`config.mk`:
```
export PLATFORM = sky130hd
export DESIGN_NAME = quad_rst_seq
export DESIGN_NICKNAME = d
export VERILOG_FILES = /design/src/rtl/qrs_pkg.sv /design/src/rtl/qrs_dp.sv /design/src/rtl/qrs_ctrl.sv /design/src/rtl/quad_rst_seq.sv
export SDC_FILE = /design/constraint.sdc
export NUM_CORES = 1
export LEC_CHECK = 0
export BUFFER_PORTS_ARGS = -buffer_cell sky130_fd_sc_hd__buf_2
export CORE_ASPECT_RATIO = 2
export CORE_MARGIN = 4
export CORE_UTILIZATION = 35
export CTS_CLUSTER_SIZE = 8
export DETAILED_ROUTE_END_ITERATION = 10
export PLACE_DENSITY = 0.58
export SETUP_SLACK_MARGIN = 0.02
export SLEW_MARGIN = 25
export SYNTH_ARGS = -nofsm -noshare
export SYNTH_HDL_FRONTEND = slang
export SYNTH_SLANG_ARGS = --single-unit
```
`constraint.sdc`:
```
create_clock -name clk -period 1.4 [get_ports clk]
set_input_delay 0.14 -clock clk [delete_from_list [all_inputs] [get_ports clk]]
set_output_delay 0.14 -clock clk [all_outputs]
set_load 0.01 [all_outputs]
```
`src/rtl/qrs_pkg.sv`:
```
package qrs_pkg;
  localparam int NUM_RES = 7;
  localparam int NUM_REQ = 5;

  // resource bit positions (sequence order)
  localparam int IDX_LCPLL = 0;
  localparam int IDX_RPLL  = 1;
  localparam int IDX_OSC   = 2;
  localparam int IDX_TXDIV = 3;
  localparam int IDX_RXDIV = 4;
  localparam int IDX_TXCH  = 5;
  localparam int IDX_RXCH  = 6;

  // request bit positions
  localparam int REQ_GLB   = 0;
  localparam int REQ_TXPLL = 1;
  localparam int REQ_RXPLL = 2;
  localparam int REQ_TXDP  = 3;
  localparam int REQ_RXDP  = 4;

  localparam logic [NUM_RES-1:0] MASK_TXDP  = NUM_RES'(1 << IDX_TXDIV) | NUM_RES'(1 << IDX_TXCH);
  localparam logic [NUM_RES-1:0] MASK_RXDP  = NUM_RES'(1 << IDX_RXDIV) | NUM_RES'(1 << IDX_RXCH);
  localparam logic [NUM_RES-1:0] MASK_TXPLL = MASK_TXDP | NUM_RES'(1 << IDX_LCPLL);
  localparam logic [NUM_RES-1:0] MASK_RXPLL = MASK_RXDP | NUM_RES'(1 << IDX_RPLL);

  typedef enum logic [1:0] {S_IDLE, S_ASSERT, S_WAIT} seqState_t;

  typedef struct packed {
    logic startSeq;
    logic cntClr;
    logic txFin;
    logic rxFin;
    logic timeout;
  } seqStb_t;

  function automatic logic [NUM_RES-1:0] coverMask(input logic [NUM_REQ-1:0] r);
    logic [NUM_RES-1:0] m;
    m = '0;
    if (r[REQ_TXPLL]) m = m | MASK_TXPLL;
    if (r[REQ_RXPLL]) m = m | MASK_RXPLL;
    if (r[REQ_TXDP])  m = m | MASK_TXDP;
    if (r[REQ_RXDP])  m = m | MASK_RXDP;
    if (r[REQ_GLB])   m = '1;
    return m;
  endfunction
endpackage

```
`src/rtl/qrs_dp.sv`:
```
module qrs_dp
  import qrs_pkg::*;
#(
  parameter int HOLD_CYC    = 4,
  parameter int TIMEOUT_CYC = 64
) (
  input  logic               clk,
  input  logic               rstN,
  input  logic               masterEn,
  input  logic [NUM_REQ-1:0] reqVec,
  input  seqStb_t            stb,
  output logic [NUM_RES-1:0] selMask,
  output logic               holdDone,
  output logic               toExpired,
  output logic               txDoneQ,
  output logic               rxDoneQ,
  output logic               errQ
);
  localparam int CNT_MAX = (TIMEOUT_CYC > HOLD_CYC) ? TIMEOUT_CYC : HOLD_CYC;
  localparam int CNT_W   = $clog2(CNT_MAX + 1);

  logic [NUM_REQ-1:0] reqQ, pendQ, pendAll;
  logic [CNT_W-1:0]   cnt;

  assign pendAll   = pendQ | (reqVec & ~reqQ);
  assign selMask   = masterEn ? coverMask(pendAll) : '0;
  assign holdDone  = (cnt == CNT_W'(HOLD_CYC - 1));
  assign toExpired = (cnt == CNT_W'(TIMEOUT_CYC - 1));

  always_ff @(posedge clk) begin
    if (!rstN) begin
      reqQ    <= '0;
      pendQ   <= '0;
      cnt     <= '0;
      txDoneQ <= 1'b0;
      rxDoneQ <= 1'b0;
      errQ    <= 1'b0;
    end else begin
      reqQ <= reqVec;
      if (!masterEn || stb.startSeq) pendQ <= '0;
      else                           pendQ <= pendAll;
      cnt <= stb.cntClr ? '0 : cnt + 1'b1;
      if (stb.startSeq) begin
        if (selMask[IDX_TXCH]) txDoneQ <= 1'b0;
        if (selMask[IDX_RXCH]) rxDoneQ <= 1'b0;
        errQ <= 1'b0;
      end
      if (stb.txFin)   txDoneQ <= 1'b1;
      if (stb.rxFin)   rxDoneQ <= 1'b1;
      if (stb.timeout) errQ    <= 1'b1;
    end
  end


  tx_done_rise_chk: assert property (@(posedge clk) disable iff (!rstN)
    $rose(txDoneQ) |-> $past(stb.txFin));

  rx_done_rise_chk: assert property (@(posedge clk) disable iff (!rstN)
    $rose(rxDoneQ) |-> $past(stb.rxFin));

  err_rise_chk: assert property (@(posedge clk) disable iff (!rstN)
    $rose(errQ) |-> $past(stb.timeout));

  pend_clear_chk: assert property (@(posedge clk) disable iff (!rstN)
    stb.startSeq |=> (pendQ == '0));
endmodule

```
`src/rtl/qrs_ctrl.sv`:
```
module qrs_ctrl
  import qrs_pkg::*;
(
  input  logic               clk,
  input  logic               rstN,
  input  logic               masterEn,
  input  logic [NUM_RES-1:0] selMask,
  input  logic               holdDone,
  input  logic               toExpired,
  input  logic [NUM_RES-1:0] resRdy,
  output seqStb_t            stb,
  output logic [NUM_RES-1:0] seqRst
);
  seqState_t          stateQ, stateD;
  logic [2:0]         stepQ, stepD;
  logic [NUM_RES-1:0] maskQ, maskD;
  logic [3:0]         firstHit, nextHit;

  // returns {found, index} of the lowest set bit above 'from'
  function automatic logic [3:0] lowestAbove(input logic [NUM_RES-1:0] m, input int from);
    logic [3:0] r;
    r = 4'b0;
    for (int i = NUM_RES - 1; i >= 0; i--)
      if (m[i] && i > from) r = {1'b1, 3'(i)};
    return r;
  endfunction

  assign firstHit = lowestAbove(selMask, -1);
  assign nextHit  = lowestAbove(maskQ, int'(stepQ));

  always_comb begin
    stb    = '0;
    stateD = stateQ;
    stepD  = stepQ;
    maskD  = maskQ;
    case (stateQ)
      S_IDLE: if (masterEn && (|selMask)) begin
        stb.startSeq = 1'b1;
        stb.cntClr   = 1'b1;
        maskD        = selMask;
        stepD        = firstHit[2:0];
        stateD       = S_ASSERT;
      end
      S_ASSERT: begin
        if (!masterEn) stateD = S_IDLE;
        else if (holdDone) begin
          stateD     = S_WAIT;
          stb.cntClr = 1'b1;
        end
      end
      S_WAIT: begin
        if (!masterEn) stateD = S_IDLE;
        else if (resRdy[stepQ]) begin
          stb.txFin = (int'(stepQ) == IDX_TXCH);
          stb.rxFin = (int'(stepQ) == IDX_RXCH);
          if (nextHit[3]) begin
            stepD      = nextHit[2:0];
            stateD     = S_ASSERT;
            stb.cntClr = 1'b1;
          end else begin
            stateD = S_IDLE;
          end
        end else if (toExpired) begin
          stb.timeout = 1'b1;
          stateD      = S_IDLE;
        end
      end
      default: stateD = S_IDLE;
    endcase
  end

  always_ff @(posedge clk) begin
    if (!rstN) begin
      stateQ <= S_IDLE;
      stepQ  <= '0;
      maskQ  <= '0;
    end else begin
      stateQ <= stateD;
      stepQ  <= stepD;
      maskQ  <= maskD;
    end
  end

  assign seqRst = (stateQ == S_ASSERT) ? (NUM_RES'(1) << stepQ) : '0;


  step_order_chk: assert property (@(posedge clk) disable iff (!rstN)
    (stateQ == S_WAIT && stateD == S_ASSERT) |=> (stepQ > $past(stepQ)));

  wait_ready_chk: assert property (@(posedge clk) disable iff (!rstN)
    (stateQ == S_WAIT && masterEn && !resRdy[stepQ] && !toExpired) |=> (stateQ == S_WAIT));

  hold_len_chk: assert property (@(posedge clk) disable iff (!rstN)
    (stateQ == S_ASSERT && masterEn && !holdDone) |=> (stateQ == S_ASSERT));
endmodule

```
`src/rtl/quad_rst_seq.sv`:
```
module quad_rst_seq
  import qrs_pkg::*;
#(
  parameter int HOLD_CYC    = 4,
  parameter int TIMEOUT_CYC = 64
) (
  input  logic       clk,
  input  logic       rstN,
  input  logic       masterEn,
  input  logic       reqGlobal,
  input  logic       reqTxPll,
  input  logic       reqRxPll,
  input  logic       reqTxPath,
  input  logic       reqRxPath,
  input  logic [6:0] resRdy,
  output logic [6:0] resRst,
  output logic       txDone,
  output logic       rxDone,
  output logic       seqErr
);
  logic [NUM_REQ-1:0] reqVec;
  logic [NUM_RES-1:0] selMask, seqRst, directMask;
  logic               holdDone, toExpired, txDoneQ, rxDoneQ;
  seqStb_t            stb;

  assign reqVec     = {reqRxPath, reqTxPath, reqRxPll, reqTxPll, reqGlobal};
  assign directMask = coverMask(reqVec);

  qrs_dp #(.HOLD_CYC(HOLD_CYC), .TIMEOUT_CYC(TIMEOUT_CYC)) dp_i (
    .clk(clk), .rstN(rstN), .masterEn(masterEn), .reqVec(reqVec), .stb(stb),
    .selMask(selMask), .holdDone(holdDone), .toExpired(toExpired),
    .txDoneQ(txDoneQ), .rxDoneQ(rxDoneQ), .errQ(seqErr)
  );

  qrs_ctrl ctrl_i (
    .clk(clk), .rstN(rstN), .masterEn(masterEn), .selMask(selMask),
    .holdDone(holdDone), .toExpired(toExpired), .resRdy(resRdy),
    .stb(stb), .seqRst(seqRst)
  );

  assign resRst = masterEn ? seqRst : directMask;
  assign txDone = masterEn ? txDoneQ : (resRdy[IDX_TXCH] & ~directMask[IDX_TXCH]);
  assign rxDone = masterEn ? rxDoneQ : (resRdy[IDX_RXCH] & ~directMask[IDX_RXCH]);


  one_rst_chk: assert property (@(posedge clk) disable iff (!rstN)
    masterEn |-> $onehot0(resRst));

  bypass_map_chk: assert property (@(posedge clk) disable iff (!rstN)
    (!masterEn && reqGlobal) |-> (resRst == '1));
endmodule

```
# Word-level counts from Yosys, hierarchy flattened
# Index checks and enable logic that the tools add are counted.
# Widths: inputs -> output; s select.
[word_totals] out_inout_bits=10 elab_cells=124 input_bits=15 regBits=32
[classes] eq_ne=12 muxes=62 n_bitwise=8 shifts=1 add_sub_neg=1 reduce_logical=24 n_lt_le_gt_ge=7
[op_table] cell="$mux 7" count=9
[op_table] cell="$mux 3" count=13
[op_table] cell="$mux 4" count=7
[op_table] cell="$mux 6" count=4
[op_table] cell="$mux 1" count=18
[op_table] cell="$mux 2" count=7
[op_table] cell="$reduce_bool 2->1" count=6
[op_table] cell="$gt 3x3->1 const A" count=3
[op_table] cell="$add 7x1->7 const B" count=1
[op_table] cell="$eq 7x2->1 const B" count=1
[op_table] cell="$eq 7x6->1 const B" count=1
[op_table] cell="$logic_and 1x1->1" count=7
[op_table] cell="$reduce_or 7->1" count=1
[op_table] cell="$shl 1x3->7 const A" count=1
[op_table] cell="$gt 2x3->1 const A" count=2
[op_table] cell="$ne 2x1->1 const B" count=3
[op_table] cell="$pmux 2 s3" count=1
[op_table] cell="$pmux 3 s2" count=1
[op_table] cell="$reduce_and 2->1" count=3
[op_table] cell="$and 5x5->5" count=1
[op_table] cell="$not 5->5" count=1
[op_table] cell="$or 5x5->5" count=1
[op_table] cell="$reduce_and 5->1" count=1
[op_table] cell="$lt 3x4->1 const B" count=1
[op_table] cell="17 further kinds" count=21

# Longest topological paths before layout
# Gate-level depths: netlist (run 1).
[logic_depth] ltp_word=18 mapped_depth=8 mapped_depth_nobuf=6

# Hierarchy
# From an unflattened synthesis (run 1), not the netlist that was laid out.
[hier_totals] hier_cells=219 hier_area_um2=1863.0
[modules_own_cells] mod="qrs_ctrl" cells_each=115 area_per_inst_um2=919.6 seq_area_each_um2=220.2 n_inst=1
[modules_own_cells] mod="qrs_dp" cells_each=84 area_per_inst_um2=815.8 seq_area_each_um2=400.4 n_inst=1
[modules_own_cells] mod="quad_rst_seq" cells_each=20 area_per_inst_um2=127.6 seq_area_each_um2=0.0 n_inst=1

# Worst setup path after synthesis (run 1)
# Ideal clock, no wire load.
[synth_path] path_kind="reg2reg" from="register ctrl_i.stepQ[1]" to="register ctrl_i.stepQ[0]" setup_ns=0.119 setup_slack_ns=-0.088 path_stages_with_launch=7 required_time_ns=1.281 t_arrival_ns=1.369 period_less_slack_ns=1.488 cell_sequence="dfxtp_1 buf_6 mux2i_1 o221ai_2 nor2b_4 a22o_4 o221a_1"
[synth_via] elab_chain_len=11 elab_cells_between_ends=27 classes_between="order compare: 6; eq/ne: 2; mux: 12; reduce/logical: 7"
[synth_rtl] element="start, declared" line="qrs_ctrl.sv:15" source="logic [2:0] stepQ, stepD;"
[synth_rtl] element="start signal, assigned" line="qrs_ctrl.sv:79" source="stepQ <= stepD;"
[synth_rtl] element="$gt 3x3->1" line="qrs_ctrl.sv:24" source="if (m[i] && i > from) r = {1'b1, 3'(i)};"
[synth_rtl] element="$logic_and 1x1->1" line="qrs_ctrl.sv:24"
[synth_rtl] element="$mux 4 (5 in a row)" line="qrs_ctrl.sv:24"
[synth_rtl] element="$mux 3" line="qrs_ctrl.sv:56" source="if (nextHit[3]) begin"
[synth_rtl] element="$mux 3" line="qrs_ctrl.sv:53" source="else if (resRdy[stepQ]) begin"
[synth_rtl] element="$mux 3" line="qrs_ctrl.sv:52" source="if (!masterEn) stateD = S_IDLE;"
[synth_rtl] element="$pmux 3 s2" line="qrs_ctrl.sv:36" source="case (stateQ)"
# Parallel ways exist; a longest one is shown, timed or not. The select of a mux whose other input is x is not followed.
# A chain may end at the register's enable or synchronous reset.

# Worst setup path in the final report (run 1)
# Ends and elaborated chain as after synthesis.

==> impl_metrics.toml, run 1 <==
[status]
outcome = "finished, violations left"
failed_checks = "setup timing"

[route]
routed_wl_um = 4980
viasPerCell = 5.30
drt_first_pass_iters = 5
vias = 1684
wl_per_cell_um = 15.7
route.antenna.remaining_nets = 0
drt_iter0_drc = 24
route.detailed.drc = 0

[power_and_ir_drop]
power_leakage_uw = 0.00102
powerDensity_nw_per_um2 = 974
ir_drop_mv = 0.777

[global_route]
overflow = 0
grt.total_usage = 0.178
antenna_found_initial = 0
grt_max_degree = 19
grt_pass1_wl_um = 8020
grt_pass1_vias = 1747

[critical_path]
cp-end-kind = "flop"
cp-endpoint = "ctrl_i.stepQ[0]"
crit_fanout = 7
cp-startpoint = "ctrl_i.stepQ[1]"
timing.critical_path.slowest_cell_delay_ns = 0.42
worstReg2RegStart = "ctrl_i.stepQ[1]"
crit_slowest_cell = "dfxtp_4"
crit_chain = "mux2i_2 -> o221ai_2 -> nor2b_4 -> a22o_4 -> o221a_1"
crit_arrival_ns = 1.75
crit_type = "reg2reg"
timing.rr.end = "ctrl_i.stepQ[0]"
r2r_cells = 5
cp_data_required_time_ns = 1.57
start_kind = "flop"
r2r_slack_ns = -0.18

[floorplanning]
start_util = 0.367
die_area_sq_um = 5860
num_rows = 34
core_sq_um = 4420
chipWidth_um = 56.2
pin_count = 25
chipHeight_um = 104

[cts]
cts_root_buf = "clkbuf_8"
cts_tree = "yes"
cts_sinks = 29
path_clk_slew_ns = 0.07
numCtsBuffers = 5
cts-htree-levels = 2
cts-root-to-sink-buffers = 2
clock_latency_ns = 0.29

[synthesis]
synth-edff-count = 0
yosysWarnings = 0
synth_seq_cells = 29
yosys.area_share.simple = 0.319
synth_xor_area_frac = 0.0216
synth_top_family_by_area = "simple AND/OR/NAND/NOR gates"
yosysUniqueCellTypes = 54
ys_seq_area_frac = 0.357
synthMostInstantiatedCell = "dfxtp_1"
ys_async_sr_fraction = 0
synthFlopType = "dfxtp_1"
avgSynthCellArea_sq_um = 8.33
synth_fp_nets = 211
syn_area_sq_um = 1620
synth.area.top_cells = "dfxtp_1 36%, nand2_1 5.5%, nor2_1 5.5%"
syn_inst = 195
synth_compound_area_frac = 0.222
yosys-mux-area-fraction = 0.0308
synthTopCellsByCount = "29 x dfxtp_1, 24 x nand2_1, 24 x nor2_1, 8 x nand2b_1"
synth_top_cell_area_share = 0.357
synth_fa_ha_area_frac = 0.00770
synth_area_leader_cell = "dfxtp_1"

[min_path]
hold_path.class = "in2reg"
hold_path_depth = 3

[sta]
fin_crit_ns = 1.58
max-slew-margin-rel = 0.784
rsz0062_at_grt = "yes"
fin_setup_tns_ns = -1.85
slew_viol_final = 0
clock.fmax_mhz = 632
timing.final.crit_share = 1.13
timing.final.ws_setup_ns = -0.183
worst_slew_pin_slew_ns = 0.322
setup_violations = 22
hold_viol = 0
final.setup_skew_ns = 0.00538

[finish]
nets = 279
regArea_sq_um = 594
drive_gt1_frac = 0.485
multi_input_area_sq_um = 1190
area_growth_pct = 52.7
stdcell_count = 318
diodes = 0
fill_cells = 433

[place]
post-place-ws_ns = -0.232
gp_congestion = 0.927
io_buffers = 24
dp.cells = 305
dp_hpwl_um = 3790

[job]
timing.max_cap.violations = 0
==> layer usage <==
metal	vias to the layer above	wire (um)	track usage
met4	0	223	0.0917
met1	798	1630	0.148
li1	825	-	-
met5	-	0	0
met2	43	2980	0.367
met3	18	149	0.0323
==> how the worst min path moves through the flow <==
| stage | end | start | slack, ns |
|---|---|---|---|
| after floorplan | dp_i.reqQ[0] | reqGlobal | 0.26 |
| after global placement | dp_i.pendQ[4] | dp_i.pendQ[4] | 0.45 |
| after detailed placement | dp_i.pendQ[1] | dp_i.pendQ[1] | 0.45 |
| after CTS | dp_i.pendQ[1] | reqTxPll | 0.15 |
| after global routing | dp_i.pendQ[1] | reqTxPll | 0.16 |
| final | dp_i.pendQ[1] | reqTxPll | 0.15 |
==> layout by cell type (no fill, tap or decap), types with 4 or more instances in the layout <==
cell type,count
nor2b_1,5
nand2b_4,5
o22ai_2,5
nor2_1,23
dfxtp_1,24
clkbuf_8,6
a21boi_1,4
buf_2,24
a21oi_2,4
and2_1,7
nand3_1,5
nand2_1,21
buf_4,37
buf_6,8
inv_1,7
==> power breakdown <==
| group | internal (uW) | total (uW) | leakage (uW) | switching, uW |
|---|---|---|---|---|
| clock network | 580 | 910 | 0.0000585 | 330 |
| registers | 865 | 904 | 0.000240 | 39.2 |
| logic | 301 | 601 | 0.000723 | 300 |
==> layout make-up <==
type / instances / area share
clock buffers: 7 / 0.0348
clock inverters: 1 / 0.0121
inverters: 7 / 0.0106
multi-input cells: 151 / 0.479
flip-flops and latches: 29 / 0.240
well taps: 54 / 0.0272
repair buffers: 69 / 0.197
==> timing repair <==
item,4_1_cts,5_1_grt
endpoints found under the setup margin,29,31
resized for setup,30,31
cloned,0,0
setup buffers,5,0
hold buffers,0,0
pin swaps,8,13
==> metrics by stage <==
stage / util / hold WS [ns] / power [uW] / area, sq um
after detailed placement: 0.468 / 0.454 / 1390 / 2070
after floorplan: - / 0.262 / 1180 / 1630
final: 0.561 / 0.153 / 2420 / 2480
after global routing: 0.561 / 0.157 / 2520 / 2480
after CTS: 0.534 / 0.154 / 2380 / 2360
after global placement: 0.468 / 0.451 / 1390 / 2070
==> critical path: cells and delay by family (launching register included) <==
kind / cells / cell delay (ns)
AO/OA/AOI/OAI: 3 / 0.64
flip-flops: 1 / 0.42
multiplexers: 1 / 0.24
AND/OR/NAND/NOR: 1 / 0.17
==> sequential cells by signal (all words and copies together), names as in the netlist <==
signal and flops:
dp_i.cnt 7, dp_i.pendQ 5, dp_i.reqQ 5, ctrl_i.maskQ 4, ctrl_i.stepQ 3, ctrl_i.stateQ 2
dp_i.errQ 1, dp_i.rxDoneQ 1, dp_i.txDoneQ 1
==> cells by family (layout without fill, tap and decap cells) <==
| kind of cell | after synthesis | in the layout |
|---|---|---|
| muxes | 5 | 5 |
| DFF | 29 | 29 |
| buffers and inverters | 15 | 84 |
| AOI/OAI and AO/OA | 46 | 46 |
| and+or+nand+nor | 95 | 95 |
| xor gates and xnor gates | 4 | 4 |
| adders and majority gates | 1 | 1 |
Power figures use the tool's default switching activity.
==> inputs of run 2 (changes only) <==
CORE_UTILIZATION = 50   (was 35)
PLACE_DENSITY = 0.76   (was 0.58)
==> run 2 against run 1 <==
  * The flow still finishes with violations (setup timing)
  * Global-route usage grew 6.5 points
  * Die area fell by 27%
  * Register-to-register slack hardly changed
  * Sequential share of layout area is 0.74 points higher
  * Combinational power is 6.0% higher
  * Clock-buffer cell count shrank 1
  * Sequential power is essentially flat
  * Sequential cell count unchanged
  * Critical endpoint unchanged
  * Highest routed layer unchanged
==> impl_metrics.toml, run 2 (synthesized netlist as in run 1, its figures left out) <==
[power_and_ir_drop]
pwr-share-seq = 0.410
power_leakage_uw = 0.00103
swShare = 0.310
intPower_uw = 1520
p_switching_uw = 685
powerDensity_nw_per_um2 = 913
comb_power_share = 0.288
p_clk_frac = 0.302
ir_drop_mv = 1.24

[critical_path]
crit_type = "reg2reg"
crit_slowest_cell = "dfxtp_4"
crit_fanout = 7
start_kind = "flop"
r2r_cells = 5
timing.critical_path.slowest_cell_delay_ns = 0.41
crit_chain = "mux2i_4 -> o221ai_4 -> nor2b_4 -> a22o_4 -> o221a_1"
worstReg2RegStart = "ctrl_i.stepQ[1]"
r2r_slack_ns = -0.19
cp-end-kind = "flop"
cp_data_required_time_ns = 1.58
timing.rr.end = "ctrl_i.stepQ[0]"
crit_cells = 5
crit_family = "compound AO/OA/AOI/OAI gates"
crit_arrival_ns = 1.77
critPathBufInv = 0

[route]
drt_iter0_drc = 68
route.detailed.drc = 0
vias = 1764
viasPerCell = 5.94
routed_wl_um = 5280
drt_first_pass_iters = 4
wl_per_cell_um = 17.8
route.antenna.remaining_nets = 0

[cts]
cts_root_buf = "clkbuf_8"
hold_buffers = 0
numCtsBuffers = 5
clock_latency_ns = 0.29
cts_sinks = 29
cts-htree-levels = 2
path_clk_slew_ns = 0.07
cts-root-to-sink-buffers = 2
cts_tree = "yes"

[sta]
clock.fmax_mhz = 630
rsz0062_at_grt = "yes"
final.setup_skew_ns = 0.0122
setup_violations = 27
timing.final.ws_setup_ns = -0.186
max-slew-margin-rel = 0.693
slew_viol_final = 0
hold_viol = 0
fin_crit_ns = 1.59
worst_slew_pin_slew_ns = 0.456
timing.final.crit_share = 1.13

[global_route]
grt_max_degree = 20
grt_pass1_vias = 1804
grt_pass1_wl_um = 7940
overflow = 0
antenna_found_initial = 0
grt.total_usage = 0.243

[min_path]
hold_path_startpoint = "reqTxPath"
hold_path.class = "in2reg"
min_to = "dp_i.reqQ[3]"
hold_path_depth = 2

[finish]
nets = 281
regMostFlops = "dp_i.cnt"
layout_commonest_cell = "buf_4"
reg.largest.list = "dp_i.cnt (7), dp_i.pendQ (5), dp_i.reqQ (5)"
stdcell_area_sq_um = 2420
multi_input_area_sq_um = 1180
area_growth_pct = 49.1
regArea_sq_um = 598
diodes = 0
final_util = 0.767
most-common-layout-cells = "42 x buf_4, 24 x buf_2, 23 x dfxtp_1"
largest_reg_flops = 7
drive_gt1_frac = 0.474
fill_cells = 209

[place]
post-place-ws_ns = -0.185
gp_congestion = 0.893
dpl_cell_area_sq_um = 2010
io_buffers = 24
dp_hpwl_um = 3500

[job]
timing.max_cap.violations = 0

[status]
outcome = "finished, violations left"
failed_checks = "setup timing"

[floorplanning]
start_util = 0.514
die_area_sq_um = 4280
chipWidth_um = 48.3
pin_count = 25
num_rows = 29
core_sq_um = 3160
chipHeight_um = 88.6
[run 2: changes by cell type in the layout (fill, tap and decap cells not counted), sizes merged]
cell	change
clkbuf	-1
buf	+2
bufinv	-1
clkinv	+2
[run 2: cell type report]
class / count / area share
Timing Repair Buffer: 71 / 0.203
Clock buffer: 6 / 0.0300
Clock inverter: 2 / 0.00413
Inverter: 7 / 0.0109
Tap cell: 31 / 0.0160
Sequential cell: 29 / 0.247
Multi-Input combinational cell: 151 / 0.489
[run 2: repair_timing]
action	4_1_cts	5_1_grt
pin swaps	14	16
setup endpoints to repair	28	30
buffers inserted	7	5
gates resized for setup	36	25
[run 2: how the worst max path moves through the flow]
stage,endpoint,slack [ns],startpoint
3_5_place_dp,ctrl_i.stepQ[1],-0.18,ctrl_i.stepQ[2]
2_1_floorplan,ctrl_i.stepQ[0],-0.06,ctrl_i.stepQ[1]
6_report,ctrl_i.stepQ[0],-0.19,ctrl_i.stepQ[1]
4_1_cts,resRst[2],-0.13,ctrl_i.stateQ[1]
3_3_place_gp,ctrl_i.stepQ[1],-0.19,ctrl_i.stepQ[2]
5_1_grt,ctrl_i.stepQ[1],-0.26,ctrl_i.stepQ[0]
[run 2: power groups by stage]
stage	sequential, uW	combinational (uW)	clock, uW
2_1_floorplan	908	275	0
3_3_place_gp	922	465	0
5_1_grt	910	678	718
6_report	905	637	668
3_5_place_dp	923	469	0
4_1_cts	902	552	683
[run 2: per-layer routing]
layer	GRT usage	share of wire	vias up	routed length (um)
met5	0	0	-	0
met2	0.457	0.56	50	2980
met1	0.204	0.33	845	1750
met4	0.224	0.077	0	409
li1	-	-	836	-
met3	0.0489	0.026	33	136
[run 2: metrics by stage]
step	total power [uW]	hold WS (ns)	cells	TNS, ns
global placement	1390	0.376	278	-1.98
global route	2310	0.0996	297	-4.25
detailed placement	1390	0.379	278	-2.10
CTS	2140	0.0861	293	-1.36
finish	2210	0.0888	297	-2.48
floorplan	1180	0.262	195	-0.113
==> inputs of run 3 (changes only) <==
PLACE_DENSITY = 0.77   (was 0.76)
==> run 3 against run 2 <==
  * The run still ends with setup timing left
  * Sequential cell count did not move
  * Combinational power increased by 4.6%
  * Via count up 2.4%
  * Clock power is 35% higher
==> impl_metrics.toml, run 3 (synthesized netlist as in run 1, its figures left out) <==
[critical_path]
worstReg2RegStart = "ctrl_i.stepQ[0]"
start_kind = "flop"
crit_arrival_ns = 1.43
crit_chain = "and3b_2 -> nand2b_4 -> o32ai_2 -> buf_2"
crit_fanout = 3
crit_family = "simple AND/OR/NAND/NOR gates"
cp-end-kind = "output port"
timing.critical_path.slowest_cell_delay_ns = 0.35
critPathBufInv = 1
r2r_slack_ns = -0.16
r2r_cells = 7
cp_data_required_time_ns = 1.26
crit_type = "reg2out"
timing.rr.end = "ctrl_i.stepQ[1]"
crit_slowest_cell = "and3b_2"

[sta]
fin_setup_tns_ns = -2.19
fin_crit_ns = 1.57
setup_violations = 23
final.setup_skew_ns = 0.00360
timing.final.ws_setup_ns = -0.173
timing.final.crit_share = 1.12
hold_viol = 0
worst_slew_pin_slew_ns = 0.409
clock.fmax_mhz = 636
max-slew-margin-rel = 0.727
slew_viol_final = 0
rsz0062_at_grt = "yes"

[cts]
cts_root_buf = "clkbuf_8"
hold_buffers = 0
clock_latency_ns = 0.28
numCtsBuffers = 5
cts_sinks = 29
cts-root-to-sink-buffers = 2
cts_tree = "yes"
cts-htree-levels = 2
path_clk_slew_ns = 0.06

[route]
route.detailed.drc = 0
wl_per_cell_um = 19.6
drt_first_pass_iters = 4
routed_wl_um = 5870
drt_iter0_drc = 63
vias = 1807
route.antenna.remaining_nets = 0
viasPerCell = 6.04

[finish]
largest_reg_flops = 7
layout_commonest_cell = "buf_4"
regArea_sq_um = 597
stdcell_area_sq_um = 2500
reg.largest.list = "dp_i.cnt (7), dp_i.pendQ (5), dp_i.reqQ (5)"
regMostFlops = "dp_i.cnt"
area_growth_pct = 54.1
fill_cells = 182
nets = 283
multi_input_area_sq_um = 1220
most-common-layout-cells = "45 x buf_4, 24 x dfxtp_1, 24 x buf_2"
drive_gt1_frac = 0.511
diodes = 0
stdcell_count = 299
final_util = 0.793

[min_path]
hold_path_depth = 3
min_to = "dp_i.pendQ[4]"
hold_path.class = "in2reg"
hold_path_startpoint = "reqRxPath"

[place]
dp_hpwl_um = 3550
gp_congestion = 0.879
dp.cells = 280
post-place-ws_ns = -0.232
dpl_cell_area_sq_um = 2030
io_buffers = 24

[power_and_ir_drop]
powerDensity_nw_per_um2 = 991
ir_drop_mv = 0.819
power_leakage_uw = 0.00106

[status]
outcome = "finished, violations left"
failed_checks = "setup timing"

[global_route]
grt.total_usage = 0.269
antenna_found_initial = 0
overflow = 0
grt_pass1_vias = 1896
grt_max_degree = 20
grt_pass1_wl_um = 8840

[floorplanning]
core_sq_um = 3160
num_rows = 29
chipWidth_um = 48.3
start_util = 0.514
die_area_sq_um = 4280
chipHeight_um = 88.6
pin_count = 25

[job]
timing.max_cap.violations = 0
==> run 3: layout make-up <==
class / instances / share of cell area
Clock inverter: 1 / 0.0120
Timing Repair Buffer: 73 / 0.201
Multi-Input combinational cell: 151 / 0.488
Inverter: 7 / 0.0105
Sequential cell: 29 / 0.238
Clock buffer: 7 / 0.0345
Tap cell: 31 / 0.0155
==> run 3: power by group <==
group          total (uW)  internal [uW]  switching, uW  leakage, uW
logic                 666            327            339     0.000760
clock network         903            580            323    0.0000585
registers             911            866           45.0     0.000240
total                2480           1770            707      0.00106
==> run 3: per-layer routing <==
layer | part of all wire | global-route usage | wire (um) | up-vias
met5 | 0 | 0 | 0 | -
met4 | 0.082 | 0.237 | 484 | 0
met3 | 0.037 | 0.0506 | 217 | 34
met2 | 0.56 | 0.498 | 3260 | 73
met1 | 0.33 | 0.239 | 1910 | 866
li1 | - | - | - | 834
==> run 3: timing repair <==
item / in CTS / in global routing
pin swaps: 27 / 7
setup endpoints to repair: 29 / 32
resized for setup: 46 / 23
buffers inserted: 10 / 2
==> run 3: worst max path at each step <==
stage | start | to | cells after the start
finish | ctrl_i.stateQ[1] | resRst[0] | 4
global route | ctrl_i.stepQ[1] | ctrl_i.stepQ[0] | 5
CTS | ctrl_i.stateQ[1] | resRst[4] | 4
detailed placement | ctrl_i.stepQ[2] | ctrl_i.stepQ[2] | 6
global placement | ctrl_i.stepQ[2] | ctrl_i.stepQ[1] | 6
floorplan | ctrl_i.stepQ[1] | ctrl_i.stepQ[0] | 6
==> run 3: worst register-to-register path, cell delays in order (launching register included) <==
cell and delay, ns:
dfxtp_4 0.39, buf_6 0.13, nor2_4 0.04, a22oi_2 0.19, a21boi_4 0.30, a22o_4 0.20
o211ai_2 0.08, o211a_1 0.13
==> run 3: stage by stage <==
| step | hold slack [ns] | power, uW |
|---|---|---|
| after floorplan | 0.262 | 1180 |
| after global placement | 0.433 | 1380 |
| after detailed placement | 0.444 | 1390 |
| after CTS | 0.138 | 2400 |
| after global routing | 0.149 | 2580 |
| final | 0.140 | 2480 |
